`config.mk`:
```
export PLATFORM = sky130hd
export DESIGN_NAME = jump_reg_core
export DESIGN_NICKNAME = d
export VERILOG_FILES = /design/src/rtl/jr_pkg.sv /design/src/rtl/jr_role_sel.sv /design/src/rtl/jr_next.sv /design/src/rtl/jr_filter_pick.sv /design/src/rtl/jump_reg_core.sv
export SDC_FILE = /design/constraint.sdc
export NUM_CORES = 1
export LEC_CHECK = 0
export ABC_AREA = 1
export BUFFER_PORTS_ARGS = -buffer_cell sky130_fd_sc_hd__buf_2
export CAP_MARGIN = 20
export CELL_PAD_IN_SITES_DETAIL_PLACEMENT = 0
export CELL_PAD_IN_SITES_GLOBAL_PLACEMENT = 1
export CORE_ASPECT_RATIO = 1.5
export CORE_MARGIN = 1
export CORE_UTILIZATION = 28
export CTS_CLUSTER_SIZE = 30
export DETAILED_ROUTE_END_ITERATION = 16
export MAX_ROUTING_LAYER = met4
export PLACE_DENSITY = 0.82
export SETUP_SLACK_MARGIN = 0.02
export SYNTH_ARGS = -nofsm -noshare
export SYNTH_HDL_FRONTEND = slang
export SYNTH_SLANG_ARGS = --single-unit
```
`constraint.sdc`:
```
create_clock -name clk -period 0.9 [get_ports clk]
set_clock_uncertainty 0.05 [all_clocks]
set_input_delay 0.18 -clock clk [delete_from_list [all_inputs] [get_ports clk]]
set_output_delay 0.18 -clock clk [all_outputs]
set_load 0.02 [all_outputs]
```
`src/rtl/jr_pkg.sv`:
```
package jr_pkg;
  localparam int JR_CELLS = 18;
  localparam int JR_FILT  = 9;

  // Feedback-role mask for jump control low; bit c-1 is cell c, 1 = feedback.
  function automatic logic [JR_CELLS-1:0] base_roles(input bit odd);
    return odd ? 18'b101110111100000100 : 18'b001011111101000100;
  endfunction

  // Cells that receive the feedback bit (the cell after each tap, plus cell 1).
  function automatic logic [JR_CELLS-1:0] fb_points(input bit odd);
    return odd ? 18'b010000000100001001 : 18'b000100000101000001;
  endfunction

  // Cell number (1-based) that drives filter bit k.
  function automatic int filt_cell(input bit odd, input int k);
    int c;
    case (k)
      0: c = 1;
      1: c = 2;
      2: c = odd ? 4 : 3;
      3: c = odd ? 5 : 4;
      4: c = odd ? 6 : 5;
      5: c = 7;
      6: c = 9;
      7: c = 10;
      default: c = 11;
    endcase
    return c;
  endfunction
endpackage

```
`src/rtl/jr_role_sel.sv`:
```
module jr_role_sel #(
  parameter bit SECTION_ODD = 1'b1,
  parameter int N = jr_pkg::JR_CELLS
) (
  input  logic         jump_en,
  output logic [N-1:0] fb_role,
  output logic [N-1:0] fb_ins
);
  localparam logic [N-1:0] ROLES = jr_pkg::base_roles(SECTION_ODD);
  localparam logic [N-1:0] INS   = jr_pkg::fb_points(SECTION_ODD);

  always_comb begin
    fb_role = jump_en ? ~ROLES : ROLES;
    fb_ins  = INS;
  end
endmodule

```
`src/rtl/jr_next.sv`:
```
module jr_next #(
  parameter int N = jr_pkg::JR_CELLS
) (
  input  logic [N-1:0] cur,
  input  logic [N-1:0] fb_role,
  input  logic [N-1:0] fb_ins,
  input  logic         inj_bit,
  output logic [N-1:0] nxt
);
  logic fb;
  assign fb = cur[N-1];

  for (genvar i = 0; i < N; i++) begin : g_cell
    if (i == 0) begin : g_first
      assign nxt[i] = inj_bit ^ (fb_ins[i] & fb) ^ (fb_role[i] & cur[i]);
    end else begin : g_rest
      assign nxt[i] = cur[i-1] ^ (fb_ins[i] & fb) ^ (fb_role[i] & cur[i]);
    end
  end
endmodule

```
`src/rtl/jr_filter_pick.sv`:
```
module jr_filter_pick #(
  parameter bit SECTION_ODD = 1'b1,
  parameter int N = jr_pkg::JR_CELLS,
  parameter int W = jr_pkg::JR_FILT
) (
  input  logic [N-1:0] cur,
  output logic [W-1:0] filt
);
  for (genvar k = 0; k < W; k++) begin : g_pick
    localparam int IDX = jr_pkg::filt_cell(SECTION_ODD, k) - 1;
    assign filt[k] = cur[IDX];
  end
endmodule

```
`src/rtl/jump_reg_core.sv`:
```
module jump_reg_core #(
  parameter bit SECTION_ODD = 1'b1,
  parameter int N = jr_pkg::JR_CELLS,
  parameter int W = jr_pkg::JR_FILT,
  parameter logic [N-1:0] SEED = {{(N-1){1'b0}}, 1'b1}
) (
  input  logic         clk,
  input  logic         rst,
  input  logic         step_en,
  input  logic         jump_en,
  input  logic         inj_bit,
  input  logic         load_en,
  input  logic [N-1:0] load_val,
  output logic [N-1:0] state_q,
  output logic         ks_tap,
  output logic [W-1:0] filt_vec
);
  localparam int TAP_IDX = 16;

  logic [N-1:0] fb_role, fb_ins, nxt;

  jr_role_sel #(.SECTION_ODD(SECTION_ODD), .N(N)) u_roles (
    .jump_en (jump_en),
    .fb_role (fb_role),
    .fb_ins  (fb_ins)
  );

  jr_next #(.N(N)) u_next (
    .cur     (state_q),
    .fb_role (fb_role),
    .fb_ins  (fb_ins),
    .inj_bit (inj_bit),
    .nxt     (nxt)
  );

  jr_filter_pick #(.SECTION_ODD(SECTION_ODD), .N(N), .W(W)) u_filt (
    .cur  (state_q),
    .filt (filt_vec)
  );

  always_ff @(posedge clk) begin
    if (rst)          state_q <= SEED;
    else if (load_en) state_q <= load_val;
    else if (step_en) state_q <= nxt;
  end

  assign ks_tap = state_q[TAP_IDX];

  AST_HOLD_IDLE: assert property (@(posedge clk) disable iff (rst)
    (!load_en && !step_en) |=> $stable(state_q));
  AST_LOAD_WINS: assert property (@(posedge clk) disable iff (rst)
    load_en |=> state_q == $past(load_val));
  AST_BASE_SHIFT: assert property (@(posedge clk) disable iff (rst)
    (step_en && !jump_en && !load_en) |=> state_q[1] == $past(state_q[0]));
  AST_ZERO_STAYS: assert property (@(posedge clk) disable iff (rst)
    (step_en && !load_en && !inj_bit && state_q == '0) |=> state_q == '0);
endmodule

```
==> impl_metrics.csv, run 1 <==
group,metric,value,unit
critical_path,path_class,"register to output pin",
drt,wire_per_inst,12.7,um
critical_path,r2r_slack,-0.13,ns
power_and_ir_drop,ir_worst_vdd,0.725,mV
synth,synth_area_leaders,"dfxtp_1, nand2_1, a22oi_1",
floorplanning,die_h,81.1,um
timing,whs,0.117,ns
power_and_ir_drop,power_frac_comb,35.3,%
worst_hold_path,holdPathEnd,"state_q[2]",
critical_path,critPathMaxFanout,2,
timing,rsz0062_at_grt,"yes",
clocking,htree_num_levels,1,
layout,final_layout_size_suffix_gt1_share,54.6,%
drt,drc_errors,0,
clocking,cts_tree,"built",
worst_hold_path,min_path_type,"input port to register",
clocking,clk_path_buf_depth,2,
placed_design,pre_cts_slack,-0.170,ns
worst_hold_path,hold_start,"load_val[2]",
layout,fin_nets,252,
clocking,cts_hold_buf,0,
timing,worst_pin_slew,0.298,ns
floorplanning,die_width,54.8,um
synth,ys_seq_area_share,30.8,%
timing,finalCritPeriodShare,119,%
critical_path,rr_endpoint,"state_q[16]",
placed_design,placed_cell_area,0.00146,mm^2
placed_design,gp_congestion,0.747,
grt,grt_pass1_wl,5240,um
layout,regArea,425,um^2
grt,grt_pass1_vias,1222,
layout,largest_reg_flops,18,
floorplanning,fp-row-count,28,
critical_path,cp_data_arrival_time,0.84,ns
outcome,violations,"setup timing",
clocking,root_buffer,"clkbuf_8",
critical_path,path_cells,"buf_6 -> buf_6",
clocking,cts_made_buffers,3,
power_and_ir_drop,switching_share,33.3,%
power_and_ir_drop,p_per_area,1190,mW/mm^2
run,cap_violations,0,
clocking,clk_pin_slew,0.07,ns
timing,fmax,931,MHz
clocking,clock_latency,0.26,ns
synth,yosysMostFrequentCell,"nand2_1",
power_and_ir_drop,p_total,2.35,mW
synth,synth_fp_nets,191,
grt,antenna_found_initial,0,
drt,via_per_inst,5.01,
layout,regMostFlops,"state_q",
synth,netlist.area_leader.share,30.8,%
layout,reg_top3,"state_q x18",
timing,hold_violations,0,
layout,design_area,0.00197,mm^2
critical_path,cp_slowest_cell,"dfxtp_4",
layout,multiInputGateArea,687,um^2
floorplanning,core,0.00396,mm^2
timing,setup_viol,43,
drt,firstDrtPassIters,4,
layout,n_antenna_cell,0,
synth,yosys_warnings,0,
floorplanning,die-area,0.00444,mm^2
critical_path,path_delay_family,"flip-flops",
timing,drv_slew,0,
worst_hold_path,worst_hold_path.num_cells,3,
grt,grt_max_degree,19,
synth,ys_async_sr_fraction,0,%
synth,syn_inst,167,
drt,totalWireLength,3460,um
grt,grt-ovfl-total,0,
timing,period_needed,1.07,ns
power_and_ir_drop,p_leak,0.905,nW
placed_design,dpl.hpwl,2250,um
drt,routed-via-count,1362,
critical_path,crit_required,0.67,ns
synth,synth_seq_cells,18,
critical_path,r2r_start,"state_q[17]",
outcome,status,"complete, but fails checks",
power_and_ir_drop,pwr-share-clk,25.7,%
timing,finalWorstSetupSlack,-0.174,ns
critical_path,critPathBufInv,2,
synth,synth_edf_count,0,
synth,synth.top_cells.by_count,"nand2_1, inv_1, a21oi_1, dfxtp_1, nand3_1",
synth,synth_top_cell_by_area,"dfxtp_1",
power_and_ir_drop,seq_power_share,38.9,%
critical_path,rr_worst_depth,7,
placed_design,port-buffer-count,51,
clocking,cts.sinks,18,
grt,grt.total_usage,16.5,%
layout,nFillCells,413,
synth,synth_area,0.00117,mm^2
critical_path,cpPeakStageDelay,0.36,ns
floorplanning,io-pin-count,52,
synth,ys_types,21,
power_and_ir_drop,p_int,1.57,mW
drt,route.antenna.remaining_nets,0,
drt,drtIter0Drc,33,
synth,synthFlopType,"dfxtp_1",
critical_path,cpMostUsedCell,"buf_6",
critical_path,endpoint_kind,"output pin",
timing,slew_headroom,80.2,%
layout,area_growth,68.4,%
power_and_ir_drop,p_sw,0.782,mW
synth,avgSynthCellArea,7.00,um^2
critical_path,critPathLaunchType,"register",
floorplanning,initial_utilization,29.5,%
## through the flow
step,utilization (%),TNS [ns],cells
finish,49.7,-3.24,272
global route,49.7,-4.87,272
CTS,44.9,-3.87,268
detailed placement,36.9,-2.26,252
global placement,36.9,-1.90,252
floorplan,-,-0.293,167
## what timing repair did
item,in CTS,in global routing
setup buffers,12,4
pin swaps,8,18
gates resized for setup,63,50
endpoints found under the setup margin,35,45
## how the worst max path moves through the flow
stage           startpoint           to  cells after the start
2_1_floorplan  state_q[17]   state_q[0]                      5
3_3_place_gp       load_en   state_q[0]                      6
4_1_cts        state_q[17]   state_q[3]                      7
5_1_grt        state_q[17]  state_q[16]                      7
6_report       state_q[17]  state_q[17]                      2
3_5_place_dp       load_en   state_q[0]                      6
## cells in the final DEF, fill, tap and decap left out, types with 2 or more instances in the layout
master / count
buf_6: 38
nand2_1: 29
buf_2: 23
dfxtp_4: 17
nand3_1: 15
a21oi_1: 15
a22oi_1: 14
inv_1: 11
buf_4: 11
inv_2: 7
nand2_4: 6
nand2_2: 5
o211ai_1: 5
o21bai_1: 3
a21oi_2: 3
nand3_2: 3
o21ai_1: 3
clkbuf_8: 3
nand3b_1: 2
a31oi_1: 2
buf_12: 2
## kinds of logic (layout without fill, tap and decap cells)
family	after synthesis	in the layout	synth area share (%)
compound gates	46	46	24.8
xor+xnor	2	2	1.50
buf+inv	38	98	18.0
flops	18	18	30.8
simple gates	63	63	24.8
## cell type report
cell class,count,share of cell area (%)
clock inverter,1,0.191
multi-input combinational,111,34.9
tap,45,2.86
inverter,19,3.75
clock buffer,3,2.10
timing repair buffer,75,34.6
sequential,18,21.6
## routing by layer
metal / track usage [%] / up-vias / wire length, um
li1: - / 672 / -
met1: 18.8 / 645 / 1430
met2: 27.7 / 40 / 1820
met3: 2.25 / 5 / 156
met4: 6.92 / 0 / 55
met5: - / - / 0
## power by group through the flow
| stage | Combinational [mW] | Sequential (mW) | Clock (mW) |
|---|---|---|---|
| 2_1_floorplan | 0.350 | 0.994 | 0 |
| 3_3_place_gp | 0.560 | 0.944 | 0 |
| 3_5_place_dp | 0.564 | 0.946 | 0 |
| 4_1_cts | 0.738 | 0.920 | 0.624 |
| 5_1_grt | 0.899 | 0.923 | 0.656 |
| 6_report | 0.829 | 0.913 | 0.604 |
## worst register-to-register path: stages (launching register included)
cell and delay [ns]:
dfxtp_4 0.36, buf_8 0.13, inv_4 0.04, nand2_2 0.05, nand2_1 0.05, nand2_1 0.08
nand3_2 0.07, a21oi_2 0.13
Power figures use the tool's default switching activity.
==> run 2: changes to the inputs <==
--- a/config.mk
+++ b/config.mk
@@ -8,15 +8,15 @@
 export ABC_AREA = 1
 export BUFFER_PORTS_ARGS = -buffer_cell sky130_fd_sc_hd__buf_2
 export CAP_MARGIN = 20
-export CELL_PAD_IN_SITES_DETAIL_PLACEMENT = 0
-export CELL_PAD_IN_SITES_GLOBAL_PLACEMENT = 1
+export CELL_PAD_IN_SITES_DETAIL_PLACEMENT = 1
+export CELL_PAD_IN_SITES_GLOBAL_PLACEMENT = 2
 export CORE_ASPECT_RATIO = 1.5
 export CORE_MARGIN = 1
-export CORE_UTILIZATION = 28
+export CORE_UTILIZATION = 21
 export CTS_CLUSTER_SIZE = 30
 export DETAILED_ROUTE_END_ITERATION = 16
 export MAX_ROUTING_LAYER = met4
-export PLACE_DENSITY = 0.82
+export PLACE_DENSITY = 0.81
 export SETUP_SLACK_MARGIN = 0.02
 export SYNTH_ARGS = -nofsm -noshare
 export SYNTH_HDL_FRONTEND = slang
==> impl_metrics.csv, run 2 (synthesis gave the netlist of run 1 again) <==
group,metric,value,unit
layout,reg_top3,"state_q x18",
drt,drt-met1-wl,1640,um
drt,route.antenna.remaining_nets,0,
clocking,clk_pin_slew,0.08,ns
timing,tns,-3.50,ns
grt,grt.total_usage,14.5,%
outcome,violations,"setup timing",
critical_path,cpMostUsedCell,"buf_6",
layout,n_antenna_cell,0,
floorplanning,initial_utilization,22.3,%
drt,firstDrtPassIters,4,
timing,worst_pin_slew,0.316,ns
floorplanning,die_width,62.9,um
layout,fin_nets,257,
power_and_ir_drop,p_leak,0.960,nW
timing,fmax,928,MHz
grt,grt_max_degree,19,
drt,drtIter0Drc,23,
layout,final_common_cell,"buf_6",
layout,largest_reg_flops,18,
power_and_ir_drop,ir_worst_vdd,0.568,mV
drt,drc_errors,0,
clocking,htree_num_levels,1,
timing,slew_headroom,78.9,%
layout,area_growth,85.1,%
timing,setup_viol,43,
critical_path,critPathLaunchType,"register",
drt,via_per_inst,4.57,
layout,regMostFlops,"state_q",
critical_path,cp_slowest_cell,"dfxtp_4",
clocking,cts.sinks,18,
drt,wl_met2,2260,um
placed_design,gp_congestion,0.779,
floorplanning,core,0.00525,mm^2
critical_path,cpPeakStageDelay,0.36,ns
floorplanning,die_h,93.4,um
timing,finalWorstSetupSlack,-0.178,ns
placed_design,dpl.hpwl,2580,um
grt,antenna_found_initial,0,
drt,met3_length,162,um
critical_path,critPathMaxFanout,3,
critical_path,path_cells,"buf_6 -> buf_6",
run,cap_violations,0,
clocking,cts_tree,"built",
drt,wire_per_inst,13.6,um
placed_design,port-buffer-count,51,
critical_path,path_class,"register to output pin",
timing,drv_slew,0,
critical_path,endpoint_kind,"output pin",
clocking,clk_path_buf_depth,2,
layout,finish.utilization,41.2,%
layout,layout_common_cells,"buf_6, buf_2, nand2_1",
timing,hold_violations,0,
clocking,clock_latency,0.26,ns
grt,grt_pass1_vias,1416,
floorplanning,io-pin-count,52,
timing,finalCritPeriodShare,120,%
outcome,status,"complete, but fails checks",
clocking,cts_hold_buf,0,
power_and_ir_drop,p_per_area,1130,mW/mm^2
grt,grt_pass1_wl,6530,um
critical_path,path_delay_family,"flip-flops",
drt,top_layer,"met4",
critical_path,crit_required,0.67,ns
power_and_ir_drop,p_total,2.45,mW
floorplanning,fp-row-count,32,
grt,grt-ovfl-total,0,
timing,rsz0062_at_grt,"yes",
timing,period_needed,1.08,ns
floorplanning,die-area,0.00587,mm^2
worst_hold_path,min_path_type,"input port to register",
clocking,cts_made_buffers,3,
layout,final_layout_size_suffix_gt1_share,65.9,%
drt,totalWireLength,4080,um
clocking,root_buffer,"clkbuf_8",
critical_path,critPathBufInv,2,
critical_path,cp_data_arrival_time,0.85,ns
drt,routed-via-count,1372,
layout,final_cells,300,
placed_design,numPlacedInstances,277,
## run 2: changes by cell type in the layout (fill, tap and decap cells not counted), moves of 2 or more
cell,change
a21oi_1,-3
a21oi_2,+3
nand3_2,+6
nand3_1,-6
o21ai_1,-3
inv_8,+2
nand2_2,+7
inv_1,-2
nand2_1,-8
o21ai_2,+3
buf_4,+2
buf_6,+3
## run 2: through the flow
stage | area [um^2] | hold slack [ns] | worst slack (ns)
5_1_grt | 2160 | 0.0710 | -0.221
3_5_place_dp | 1490 | 0.338 | -0.223
4_1_cts | 1890 | 0.0672 | -0.166
6_report | 2160 | 0.0610 | -0.178
2_1_floorplan | 1210 | 0.288 | -0.0761
3_3_place_gp | 1490 | 0.337 | -0.193
## run 2: power by group
| group | switching (mW) | internal (mW) |
|---|---|---|
| clock network | 0.296 | 0.304 |
| registers | 0.0814 | 0.839 |
| logic | 0.459 | 0.471 |
| total | 0.836 | 1.61 |
## run 2: layout make-up
class / count / area (um^2)
clock buffers: 3 / 41.3
clock inverters: 1 / 3.75
fillers: 624 / 3080
inverters: 19 / 92.6
multi-input cells: 111 / 786
flip-flops and latches: 18 / 425
well taps: 68 / 85.1
repair buffers: 80 / 729
## run 2: worst paths after layout
| kind | slack, ns | depth (start not counted) | startpoint | end |
|---|---|---|---|---|
| min reg2reg | 0.52 | 2 | state_q[2] | state_q[2] |
| min | 0.06 | 2 | rst | state_q[8] |
| max | -0.18 | 2 | state_q[17] | state_q[17] |
| max reg2reg | -0.14 | 7 | state_q[17] | state_q[16] |
## run 2: layer usage
layer	vias up	global-route usage, %
li1	687	-
met2	35	25.7
met3	2	2.32
met5	-	-
met1	648	16.3
met4	0	4.46
## run 2: timing repair
| item | in CTS | in global routing |
|---|---|---|
| pin swaps | 11 | 27 |
| resized for setup | 78 | 69 |
| setup buffers | 15 | 4 |
| setup endpoints to repair | 38 | 46 |
| hold endpoints to repair | 0 | 0 |
| gates cloned | 0 | 0 |
==> run 3: changes to the inputs <==
--- a/config.mk
+++ b/config.mk
@@ -5,18 +5,18 @@
 export SDC_FILE = /design/constraint.sdc
 export NUM_CORES = 1
 export LEC_CHECK = 0
-export ABC_AREA = 1
+export ABC_AREA = 0
 export BUFFER_PORTS_ARGS = -buffer_cell sky130_fd_sc_hd__buf_2
 export CAP_MARGIN = 20
 export CELL_PAD_IN_SITES_DETAIL_PLACEMENT = 1
 export CELL_PAD_IN_SITES_GLOBAL_PLACEMENT = 2
 export CORE_ASPECT_RATIO = 1.5
 export CORE_MARGIN = 1
-export CORE_UTILIZATION = 21
+export CORE_UTILIZATION = 22
 export CTS_CLUSTER_SIZE = 30
 export DETAILED_ROUTE_END_ITERATION = 16
 export MAX_ROUTING_LAYER = met4
-export PLACE_DENSITY = 0.81
+export PLACE_DENSITY = 0.83
 export SETUP_SLACK_MARGIN = 0.02
 export SYNTH_ARGS = -nofsm -noshare
 export SYNTH_HDL_FRONTEND = slang
==> impl_metrics.csv, run 3 <==
group,metric,value,unit
synth,synthFlopType,"dfxtp_1",
layout,nFillCells,563,
power_and_ir_drop,p_leak,0.884,nW
floorplanning,fp-row-count,31,
layout,final_layout_size_suffix_gt1_share,68.4,%
critical_path,endpoint_kind,"register",
floorplanning,initial_utilization,22.8,%
synth,ys_async_sr_fraction,0,%
outcome,violations,"setup timing",
layout,design_area,0.00207,mm^2
synth,synth_seq_cells,18,
grt,antenna_found_initial,0,
synth,synth.top_cells.by_count,"a21oi_1, dfxtp_1, nand2_1",
drt,drc_errors,0,
layout,largest_reg_flops,18,
placed_design,port-buffer-count,51,
critical_path,path_class,"register to register",
synth,synth_fp_nets,165,
layout,final_common_cell,"buf_6",
timing,hold_violations,0,
clocking,cts.sinks,18,
synth,ys_types,28,
synth,synth_edf_count,0,
critical_path,critPathLaunchType,"register",
synth,synth_top_cell_by_area,"dfxtp_1",
floorplanning,io-pin-count,52,
power_and_ir_drop,p_per_area,1200,mW/mm^2
layout,layout_common_cells,"buf_6, buf_2, nand2_1, buf_4, dfxtp_4",
synth,syn_inst,141,
layout,n_antenna_cell,0,
critical_path,crit_required,1.00,ns
grt,grt_max_degree,15,
drt,drtIter0Drc,40,
floorplanning,core,0.00485,mm^2
grt,grt-ovfl-total,0,
floorplanning,die_width,59.9,um
drt,firstDrtPassIters,4,
timing,slew_headroom,84.5,%
worst_hold_path,min_path_type,"input port to register",
timing,drv_slew,0,
drt,via_per_inst,4.66,
drt,routed-via-count,1296,
synth,yosysMostFrequentCell,"a21oi_1",
timing,finalCritPeriodShare,138,%
floorplanning,die_h,88.8,um
critical_path,critPathMaxFanout,6,
grt,grt_pass1_vias,1350,
synth,synth_area,0.00111,mm^2
clocking,clk_path_buf_depth,2,
layout,final_cells,278,
synth,yosys_warnings,0,
grt,grt_pass1_wl,6290,um
placed_design,placed_cell_area,0.00162,mm^2
placed_design,dpl.hpwl,2790,um
clocking,cts_made_buffers,3,
floorplanning,die-area,0.00532,mm^2
run,cap_violations,0,
clocking,htree_num_levels,1,
clocking,clk_pin_slew,0.07,ns
drt,totalWireLength,3970,um
timing,setup_viol,46,
layout,area_growth,87.4,%
placed_design,numPlacedInstances,262,
layout,regMostFlops,"state_q",
timing,fmax,803,MHz
clocking,root_buffer,"clkbuf_8",
layout,fin_nets,237,
drt,wire_per_inst,14.3,um
outcome,status,"complete, but fails checks",
grt,grt.total_usage,16.4,%
layout,multiInputGateArea,758,um^2
critical_path,cp_data_arrival_time,1.35,ns
timing,period_needed,1.25,ns
synth,avgSynthCellArea,7.84,um^2
synth,netlist.area_leader.share,32.6,%
synth,synth_area_leaders,"dfxtp_1, a21oi_1, buf_4",
drt,route.antenna.remaining_nets,0,
clocking,cts_tree,"built",
synth,ys_seq_area_share,32.6,%
timing,finalWorstSetupSlack,-0.345,ns
power_and_ir_drop,ir_worst_vdd,0.538,mV
layout,regArea,423,um^2
clocking,clock_latency,0.26,ns
layout,reg_top3,"state_q x18",
timing,rsz0062_at_grt,"yes",
timing,worst_pin_slew,0.230,ns
placed_design,gp_congestion,0.729,
[run 3: area by class of cell]
type / count / area share [%]
timing repair buffer: 85 / 36.7
multi-input combinational: 104 / 36.6
sequential: 18 / 20.4
tap: 66 / 3.98
clock buffer: 3 / 1.99
clock inverter: 1 / 0.181
inverter: 1 / 0.181
[run 3: logic make-up after synthesis]
logic type | count (synthesis) | synth area share, %
buffers and inverters | 19 | 11.5
muxes | 2 | 2.04
xor gates and xnor gates | 4 | 3.17
AOI/OAI and AO/OA | 62 | 34.2
and+or+nand+nor | 36 | 16.5
DFF | 18 | 32.6
[run 3: worst max-delay path, cell delays in order, from the launching register on]
cell	delay, ns
dfxtp_4	0.37
buf_4	0.16
xor2_2	0.18
a22o_1	0.20
a21oi_2	0.13
nor3_2	0.05
[run 3: repair_timing]
action	CTS	global route
hold buffers	0	0
buffers inserted	10	2
endpoints found under the setup margin	46	46
gates resized for setup	81	12
pin swaps	4	4
[run 3: metal layers]
metal	global-route usage (%)	up-vias	wire (um)
met5	-	-	0
met1	16.9	612	1560
met4	6.13	0	66
met2	30.7	35	2210
li1	-	640	-
met3	1.75	9	134
[run 3: path summary, 6_finish.rpt]
| kind | from | to | slack [ns] | cells after the start |
|---|---|---|---|---|
| worst max-delay path | state_q[17] | state_q[3] | -0.35 | 5 |
| worst min-delay path | load_val[4] | state_q[4] | 0.07 | 3 |
| worst max register to register | state_q[17] | state_q[3] | -0.35 | 5 |
| worst min register to register | state_q[6] | state_q[6] | 0.55 | 2 |
[run 3: power by group]
group	switching (mW)	internal, mW	total (mW)
Sequential	0.0794	0.843	0.922
Clock	0.289	0.304	0.593
Combinational	0.448	0.535	0.983
[run 3: stage by stage]
step / setup TNS, ns / worst slack, ns / util (%) / power (mW) / hold WS (ns)
finish: -6.29 / -0.345 / 42.8 / 2.50 / 0.0653
global route: -7.82 / -0.387 / 42.8 / 2.64 / 0.0677
CTS: -6.64 / -0.350 / 41.8 / 2.48 / 0.0653
detailed placement: -5.50 / -0.345 / 33.4 / 1.66 / 0.338
global placement: -5.26 / -0.341 / 33.4 / 1.64 / 0.333
floorplan: -1.99 / -0.411 / - / 1.41 / 0.244
